`config.mk`:
```
export PLATFORM = sky130hd
export DESIGN_NAME = mm_digit_serial
export DESIGN_NICKNAME = d
export VERILOG_FILES = /design/src/rtl/mm_pkg.sv /design/src/rtl/mm_dbl.sv /design/src/rtl/mm_csa.sv /design/src/rtl/mm_reduce.sv /design/src/rtl/mm_digit_serial.sv
export SDC_FILE = /design/constraint.sdc
export NUM_CORES = 2
export LEC_CHECK = 0
export ABC_CLOCK_PERIOD_IN_PS = 43500
export BUFFER_PORTS_ARGS = -buffer_cell sky130_fd_sc_hd__clkbuf_2
export CAP_MARGIN = 20
export CORE_MARGIN = 5
export CORE_UTILIZATION = 55
export CTS_CLUSTER_DIAMETER = 120
export DETAILED_ROUTE_END_ITERATION = 10
export PLACE_DENSITY = 0.72
export SYNTH_ARGS = -nofsm -noshare
export SYNTH_HDL_FRONTEND = slang
export SYNTH_SLANG_ARGS = --single-unit
```
`constraint.sdc`:
```
create_clock -name clk -period 43.5 [get_ports clk]
set_input_delay 2.175 -clock clk [delete_from_list [all_inputs] [get_ports clk]]
set_output_delay 2.175 -clock clk [all_outputs]
set_load 0.005 [all_outputs]
```
`src/rtl/mm_pkg.sv`:
```
package mm_pkg;

    typedef enum logic [1:0] {
        ST_IDLE = 2'd0,
        ST_PRE  = 2'd1,
        ST_RUN  = 2'd2
    } mm_state_e;

endpackage

```
`src/rtl/mm_dbl.sv`:
```
// One modular doubling: r = 2a mod m for a < m. Overflow is folded by adding
// the two's complement of m and dropping the carry.
module mm_dbl #(
    parameter int N = 32
) (
    input  logic [N-1:0] a,
    input  logic [N-1:0] m,
    output logic [N-1:0] r
);
    logic         carry;
    logic [N-1:0] low;
    logic [N-1:0] neg_m;

    always_comb begin
        carry = a[N-1];
        low   = {a[N-2:0], 1'b0};
        neg_m = (~m) + {{(N-1){1'b0}}, 1'b1};
        if (carry || (low >= m)) begin
            r = low + neg_m;
        end else begin
            r = low;
        end
    end
endmodule

```
`src/rtl/mm_csa.sv`:
```
// Multi-operand adder: a chain of 3:2 compressors and one final adder.
module mm_csa #(
    parameter int W = 35,
    parameter int T = 5
) (
    input  logic [T-1:0][W-1:0] terms,
    output logic [W-1:0]        sum
);
    logic [W-1:0] s_v [T+1];
    logic [W-1:0] c_v [T+1];

    assign s_v[0] = '0;
    assign c_v[0] = '0;

    for (genvar i = 0; i < T; i++) begin : g_stage
        assign s_v[i+1] = s_v[i] ^ c_v[i] ^ terms[i];
        assign c_v[i+1] = ((s_v[i] & c_v[i]) | (s_v[i] & terms[i]) | (c_v[i] & terms[i])) << 1;
    end

    assign sum = s_v[T] + c_v[T];
endmodule

```
`src/rtl/mm_reduce.sv`:
```
// Restoring reduction: v < 2^GB * m in, result < m out.
module mm_reduce #(
    parameter int N  = 32,
    parameter int GB = 3,
    localparam int W = N + GB
) (
    input  logic [W-1:0] v,
    input  logic [N-1:0] m,
    output logic [W-1:0] r
);
    logic [W-1:0] st_v [GB+1];

    assign st_v[0] = v;

    for (genvar i = 0; i < GB; i++) begin : g_sub
        logic [W-1:0] mk;
        assign mk        = {{GB{1'b0}}, m} << (GB - 1 - i);
        assign st_v[i+1] = (st_v[i] >= mk) ? (st_v[i] - mk) : st_v[i];
    end

    assign r = st_v[GB];
endmodule

```
`src/rtl/mm_digit_serial.sv`:
```
module mm_digit_serial
    import mm_pkg::*;
#(
    parameter int N = 32,
    parameter int D = 4
) (
    input  logic         clk,
    input  logic         rst_n,
    input  logic         start,
    input  logic [N-1:0] modulus,
    input  logic [N-1:0] op_x,
    input  logic [N-1:0] op_y,
    output logic [N-1:0] result,
    output logic         done
);
    localparam int NDIG = (N + D - 1) / D;
    localparam int YW   = NDIG * D;
    localparam int GB   = $clog2(D + 1);
    localparam int W    = N + GB;
    localparam int KW   = $clog2(D + NDIG + 1);

    typedef struct packed {
        mm_state_e            st;
        logic [KW-1:0]        cnt;
        logic [N-1:0]         m;
        logic [N-1:0]         a;
        logic [YW-1:0]        y;
        logic [D-1:0][N-1:0]  s;
        logic [N-1:0]         tail;
        logic [N-1:0]         z;
        logic                 done;
    } regs_t;

    regs_t q, d;

    // table build: one doubling per cycle
    logic [N-1:0] pre_out;
    mm_dbl #(.N(N)) u_pre_dbl (.a(q.tail), .m(q.m), .r(pre_out));

    // remainder times 2^D: D chained doublings
    logic [N-1:0] sh_v [D+1];
    assign sh_v[0] = q.a;
    for (genvar k = 0; k < D; k++) begin : g_shift
        mm_dbl #(.N(N)) u_dbl (.a(sh_v[k]), .m(q.m), .r(sh_v[k+1]));
    end

    // digit-selected table entries plus shifted remainder
    logic [D-1:0]         digit;
    logic [D:0][W-1:0]    terms;
    logic [W-1:0]         dsum;
    logic [W-1:0]         red_w;
    logic [N-1:0]         red;

    always_comb begin
        digit    = q.y[YW-1 -: D];
        terms[0] = {{GB{1'b0}}, sh_v[D]};
        for (int j = 0; j < D; j++) begin
            terms[j+1] = digit[j] ? {{GB{1'b0}}, q.s[j]} : '0;
        end
    end

    mm_csa #(.W(W), .T(D + 1)) u_csa (.terms(terms), .sum(dsum));
    mm_reduce #(.N(N), .GB(GB)) u_red (.v(dsum), .m(q.m), .r(red_w));
    assign red = red_w[N-1:0];

    always_comb begin
        d      = q;
        d.done = 1'b0;
        unique case (q.st)
            ST_IDLE: begin
                if (start) begin
                    d.m    = modulus;
                    d.s    = '0;
                    d.s[0] = op_x;
                    d.tail = op_x;
                    d.a    = '0;
                    d.y    = YW'(op_y);
                    if (D > 1) begin
                        d.st  = ST_PRE;
                        d.cnt = KW'(1);
                    end else begin
                        d.st  = ST_RUN;
                        d.cnt = '0;
                    end
                end
            end
            ST_PRE: begin
                for (int j = 1; j < D; j++) begin
                    if (q.cnt == KW'(j)) d.s[j] = pre_out;
                end
                d.tail = pre_out;
                if (q.cnt == KW'(D - 1)) begin
                    d.st  = ST_RUN;
                    d.cnt = '0;
                end else begin
                    d.cnt = q.cnt + KW'(1);
                end
            end
            ST_RUN: begin
                d.a = red;
                d.y = q.y << D;
                if (q.cnt == KW'(NDIG - 1)) begin
                    d.st   = ST_IDLE;
                    d.cnt  = '0;
                    d.z    = red;
                    d.done = 1'b1;
                end else begin
                    d.cnt = q.cnt + KW'(1);
                end
            end
            default: d.st = ST_IDLE;
        endcase
    end

    always_ff @(posedge clk) begin
        if (!rst_n) q <= '0;
        else        q <= d;
    end

    assign result = q.z;
    assign done   = q.done;

    // ---------------- assertions ----------------
    p_done_pulse_r2: assert property (@(posedge clk) disable iff (!rst_n)
        q.done |=> !q.done);

    for (genvar g = 0; g < D; g++) begin : g_tab_chk
        p_table_below_m_r4: assert property (@(posedge clk) disable iff (!rst_n)
            (q.st == ST_RUN) |-> (q.s[g] < q.m));
    end

    p_rem_below_m_r5: assert property (@(posedge clk) disable iff (!rst_n)
        (q.st == ST_RUN) |-> ((q.a < q.m) && (red_w < {{GB{1'b0}}, q.m})));

    p_fold_below_m_r6: assert property (@(posedge clk) disable iff (!rst_n)
        (q.st == ST_RUN) |-> (sh_v[D] < q.m));

    p_hold_result_r7: assert property (@(posedge clk) disable iff (!rst_n)
        !q.done |-> $stable(q.z));

    p_busy_ignore_r8: assert property (@(posedge clk) disable iff (!rst_n)
        ((q.st != ST_IDLE) && start) |=> $stable(q.m));
endmodule

```
* Word-level counts from Yosys, hierarchy flattened
Index checks and enable logic that the tools add are counted.
** Storage, ports and cells
- Output and inout bits :: 33
- Bits in registers :: 295
- Input port bits :: 99
- Logic and storage cells :: 111
** Operators by class
- Equality and inequality tests :: 11
- Mux-type cells :: 26
- Add/sub/neg operators :: 11
- Order comparisons :: 8
- Reduce and logical (&&, ||, !) cells :: 19
- Bitwise gates (word level) :: 24
** Operators by type and width (count)
- 2-to-1 mux 32 bit :: 13
- 2-to-1 mux 262 bit :: 1
- AND 34 x 32 -> 34 bit :: 6
- OR 34 bit :: 6
- case mux 96 bit (2 select lines) :: 1
- adder 32 bit :: 5
- greater-or-equal comparator 32 bit :: 5
- case mux 64 bit (2 select lines) :: 1
- XOR 35 x 32 -> 35 bit :: 3
- XOR 35 bit :: 3
- AND 34 bit :: 3
- 2-to-1 mux 35 bit :: 2
- case mux 32 bit (2 select lines) :: 1
- adder 35 bit :: 1
- greater-or-equal comparator 35 x 32 -> 1 bit :: 1
- greater-or-equal comparator 35 x 33 -> 1 bit :: 1
- greater-or-equal comparator 35 x 34 -> 1 bit :: 1
- subtractor 35 x 33 -> 35 bit :: 1
- subtractor 35 x 34 -> 35 bit :: 1
- adder 32 x 1 -> 32 bit (second input constant) :: 1
- AND 32 bit :: 1
- NOT 32 bit :: 1
- subtractor 32 bit :: 1
- XOR 32 bit :: 1
- 18 further kinds :: 38

* Logic depth before layout (Yosys ltp)
- Depth in word-level cells :: 31
- Mapped depth :: 126
- Mapped depth without buffers :: 117

* Hierarchy
A second synthesis with hierarchy kept.
** Second synthesis, totals
- Cells, all modules :: 4651
- Area total of the unflattened synthesis :: 34669.5 µm²
** Modules (own cells, without submodules)
- mm_digit_serial :: area each 12020.3 µm², cells an instance 1401, seq. area each 5905.7 µm², times used 1
- mm_dbl :: area each 2200.9 µm², cells an instance 342, seq. area each 0.0 µm², times used 5
- mm_reduce :: area each 6672.6 µm², cells an instance 971, seq. area each 0.0 µm², times used 1
- mm_csa :: area each 4972.3 µm², cells an instance 569, seq. area each 0.0 µm², times used 1

* Worst setup path before layout
Ideal clock, no wire load.
- Path type :: register to register
- From :: register q[258] in the netlist's numbering
- To :: register q (netlist bit result[17])
- Buffers on the path :: 6
- Data arrival time :: 24179 ps
- Cell stages (with the launch flop) :: 109
- Setup time :: 133 ps
- Slack :: 19188 ps
- Cell sequence :: dfxtp_1 inv_1 ha_1 nor4b_1 nand2_1 nor4_1 nand2_1 or4_1 xnor2_1 ha_1 a21o_1 a21o_1 a21o_1 a211o_1 a31oi_1 xor2_1 o21ai_0 ha_1 [73 not listed] buf_2 mux2_2 ha_1 inv_1 a21oi_1 o21ai_0 a211oi_1 o21a_1 o21ai_0 a31oi_1 nor2_1 o31a_1 o211ai_1 a2bb2o_1 buf_2 buf_6 mux2i_1 a21oi_1
** Between the ends
- Cells in the longest elaborated chain, start to end :: 30
- Elaborated cells between the ends (all ways) :: 51
- Classes of those cells :: 9 x add/sub; 7 x order compare; 7 x mux; 24 x bitwise; 4 x reduce/logical
** Ends and longest elaborated chain
- from (decl) :: line mm_digit_serial.sv:34 : regs_t q, d;
- from (signal assigned) :: line mm_digit_serial.sv:116 : if (!rst_n) q <= '0;
- from (signal assigned) :: line mm_digit_serial.sv:117 : else q <= d;
- NOT 32 bit :: line mm_dbl.sv:17 : neg_m = (~m) + {{(N-1){1'b0}}, 1'b1};
- adder 32 x 1 -> 32 bit :: line mm_dbl.sv:17
- adder 32 bit :: line mm_dbl.sv:19 : r = low + neg_m;
- 2-to-1 mux 32 bit :: line mm_dbl.sv:18 : if (carry || (low >= m)) begin
- greater-or-equal comparator 32 bit :: line mm_dbl.sv:18
- logical OR 1 bit :: line mm_dbl.sv:18
- 2-to-1 mux 32 bit :: line mm_dbl.sv:18
- greater-or-equal comparator 32 bit :: line mm_dbl.sv:18
- [13 not listed]
- OR 34 bit (2 in series) :: line mm_csa.sv:17 : assign c_v[i+1] = ((s_v[i] & c_v[i]) | (s_v[i] & terms[i]) | (c_v[i] & terms[i])) << 1;
- adder 35 bit :: line mm_csa.sv:20 : assign sum = s_v[T] + c_v[T];
- subtractor 35 x 34 -> 35 bit or greater-or-equal comparator 35 x 34 -> 1 bit (tied branches) :: line mm_reduce.sv:18 : assign st_v[i+1] = (st_v[i] >= mk) ? (st_v[i] - mk) : st_v[i];
- 2-to-1 mux 35 bit :: line mm_reduce.sv:18
- subtractor 35 x 33 -> 35 bit or greater-or-equal comparator 35 x 33 -> 1 bit (tied branches) :: line mm_reduce.sv:18
- 2-to-1 mux 35 bit :: line mm_reduce.sv:18
- subtractor 32 bit or greater-or-equal comparator 35 x 32 -> 1 bit (tied branches) :: line mm_reduce.sv:18
- 2-to-1 mux 32 bit (*) :: line mm_reduce.sv:18
Mark *: on every way between the ends. The rest lies on a longest branch, timed or not.
A chain may end at the register's enable or synchronous reset.

* Final worst setup path
- From :: register q[258] in the netlist's numbering
- To :: register q (netlist bit result[22])
Same word-level chain as after synthesis.

==> summary.md <==
| Metric | Value |
|---|---|
| Share of cells above drive strength 1 | 0.0862 |
| Clock insertion delay at the later pin of the skew report | 590 ps |
| Grt ovf | 0 |
| Post-synthesis sequential area ratio | 0.173 |
| Buffers on Ports | about 130 |
| Clock skew | 25.3 ps |
| Final hold viol count | 0 |
| # rows | 91 |
| First-pass GRT wire length | 182000 um |
| Largest net degree at the start of global routing | between 80 and 90 |
| Most Frequent Cell on Critical Path | o21ai_0 |
| Min Clock Period, post-route | roughly 31000 ps |
| Gpl congestion | approximately 1.0 |
| Crit-path max FO | 39 |
| Placed insts | approximately 5200 |
| H-tree levels | 2 |
| FF-to-FF End | result[22] |
| Crit end category | register |
| Final TNS setup | 0 ps |
| Top sig layer | met5 |
| Met1 WL | 49700 um |
| Req. time, crit path | between 40000 and 50000 ps |
| Hold path cells | 2 |
| Worst min-delay path class | register to register |
| CTS clk-pin slew, worst paths | 70 ps |
| Clock sinks | 295 |
| Chip width | 259 um |
| Cell accounting for the most synthesized area | ha_1 |
| Die area | 0.0671 mm2 |
| Post-synthesis cell area | 0.0341 mm2 |
| FMAX | ~32 MHz |
| # IOs | between 100 and 150 |
| Mux cell area share after synthesis | 0.0509 |
| First DRT Iteration DRCs | 3227 |
| Final period utilization | 0.717 |
| Synth Area in Adders | 0.237 |
| Top cell type's share of synthesized area | 0.175 |
| EDFF count, synth | 0 |
| Vias | 33100 |
| Worst path max stage delay | 1000 ps |
| Worst path slowest cell | a2111oi_0 |
| Syn Nets | approximately 5100 |
| Nets | 5130 |
| CTS tree | built |
| Max-cap violations | 0 |
| Total CTS buffers | 37 |
| Core Region | 0.0616 mm2 |
| Launching point of the worst reg2reg path | q[258] |
| Wire length per cell | 22.4 um |
| Max_slew headroom | 0.220 |
| Initial antenna violation count | 2 |
| Flop-to-flop setup slack | ~12000 ps |
| CP Class | register to register |
| Filler cell count | 5686 |
| Crit path DAT | 31600 ps |
| Hold buffer count at cts | 0 |
| GRT Overall Usage | 0.344 |
| TritonRoute pass-1 iters | 6 |
| CTS resizes | 0 |
| Worst setup SP type | register |
| Main synth FF type | dfxtp_1 |
| Hold Path End | q[78] |
| Synthesized area per cell | 7.74 um2 |
| Post-CTS Setup Bufs | 0 |
| Status | finished, final reports clean |
| Top post-synthesis cells by area | ha_1 18%, dfxtp_1 17%, a21oi_1 7.2% |
| Synth cell types | 94 |
| Flops & latches, synth | approximately 300 |
| Met3 routed WL | 11500 um |
| DP HPWL | 94200 um |
| Routed Antenna Nets | 0 |
| Final Max Slew Viols | 0 |
| Largest family of logic cells by synthesized area | compound AO/OA/AOI/OAI gates |
| Max clock buf depth | 3 |
| Drc violations | 0 |
| Vias per cell | 6.23 |
| FF-to-FF path depth | between 100 and 150 |
| Synthesis-to-layout area growth | 7.92% |
| Simple-gate portion of the synthesized area | 0.179 |
| Syn Inst Count | 4404 |
| Worst Hold Launch | q[78] |
| Yosys warning count | 0 |
| Die Y | 259 um |
| Xor and xnor area share after synthesis | 0.0673 |
| WL final | 119000 um |
| Ys async rst share | 0 |
| Vias in the first global route | 31100 |
| CTS root buf | clkbuf_16 |
| Starting Density | 0.553 |
| Final Setup Violations | 0 |
| RSZ-0062 raised after global routing | false |
| Worst slew pin tran | 1140 ps |
| Metal2 WL | 51900 um |
| Layout Cells excl Fill | about 5300 |
| Compound-Gate Fraction of Synth Area | 0.239 |
-- metrics by stage --
stage	hold WS [ps]	utilization	worst slack [ps]	instance area (um2)
after floorplan	426	-	19190	34100
after global placement	439	0.576	13810	35500
after detailed placement	442	0.576	12970	35500
after CTS	450	0.597	12840	36800
after global routing	467	0.597	10280	36800
final	451	0.597	12330	36800
-- worst max-delay path by stage --
stage	to	cells after the start	from	slack (ps)
after floorplan	result[17]	108	q[258]	19190
final	result[22]	106	q[258]	12330
after detailed placement	result[9]	107	q[258]	12970
after global placement	result[9]	105	q[258]	13810
after CTS	result[9]	107	q[258]	12840
after global routing	result[22]	108	q[258]	10280
-- layer usage --
| layer | global-route usage | vias to the layer above |
|---|---|---|
| met4 | 0.146 | 2 |
| met3 | 0.0734 | 327 |
| met1 | 0.456 | 15600 |
| met5 | 0 | - |
| li1 | - | 15700 |
| met2 | 0.545 | 1423 |
-- worst max-delay path, delay by kind of cell (launching register included) --
kind	cells	cell delay [ps]
compound gates	58	16360
xor+xnor	3	1200
mux	4	1520
fa+ha+maj	13	4990
flops	1	450
buf+inv	7	1830
simple gates	21	4460
-- synthesized netlist by cell type, types with 61 or more instances --
| master | count |
|---|---|
| mux2_2 | 72 |
| clkbuf_1 | 129 |
| a21o_1 | 146 |
| nand2_1 | 592 |
| fa_1 | 105 |
| xnor2_1 | 201 |
| inv_1 | 248 |
| xor2_1 | 61 |
| o21ai_0 | 312 |
| nand3_1 | 90 |
| nor2_1 | 260 |
| o21a_1 | 73 |
| and2_1 | 73 |
| a21oi_1 | 490 |
| dfxtp_1 | 295 |
| ha_1 | 478 |
-- placed cells by master, fill, tap and decap left out, types with 42 or more instances in the layout --
cell type,instances
nand2_1,590
mux2i_1,58
o21a_1,73
nor2_1,258
and2_1,71
o21ai_0,310
a21o_1,146
nor3_1,42
inv_1,248
mux2_2,72
xnor2_1,201
nand3_1,89
dfxtp_1,295
a21oi_1,487
ha_1,478
clkbuf_2,130
nand4_1,48
nor2b_1,50
xor2_1,61
buf_4,66
nand2b_1,54
fa_1,105
-- sequential cells by signal, summed over array words and instances (netlist names) --
signal,flops
digit,4
done,1
q,258
result,32
-- final cells by class --
type                       instances  area, um2  share of cell area
timing repair buffer             197       1150              0.0313
multi-input combinational       3667      26400               0.719
clock inverter                    19        264             0.00717
inverter                         250        943              0.0256
tap                              837       1050              0.0285
sequential                       295       5910               0.161
antenna                            1       2.50           0.0000680
clock buffer                      48       1040              0.0282
-- cell families after synthesis --
| group | Yosys count |
|---|---|
| flip-flops | 295 |
| buffers and inverters | 442 |
| XOR/XNOR | 262 |
| adder cells (fa/ha/maj) | 583 |
| AO/OA/AOI/OAI | 1341 |
| AND/OR/NAND/NOR | 1321 |
| multiplexers | 160 |
Power is left out: the tool's default activity adds up to more than one toggle a clock period on the data nets, which glitch-free logic cannot reach.
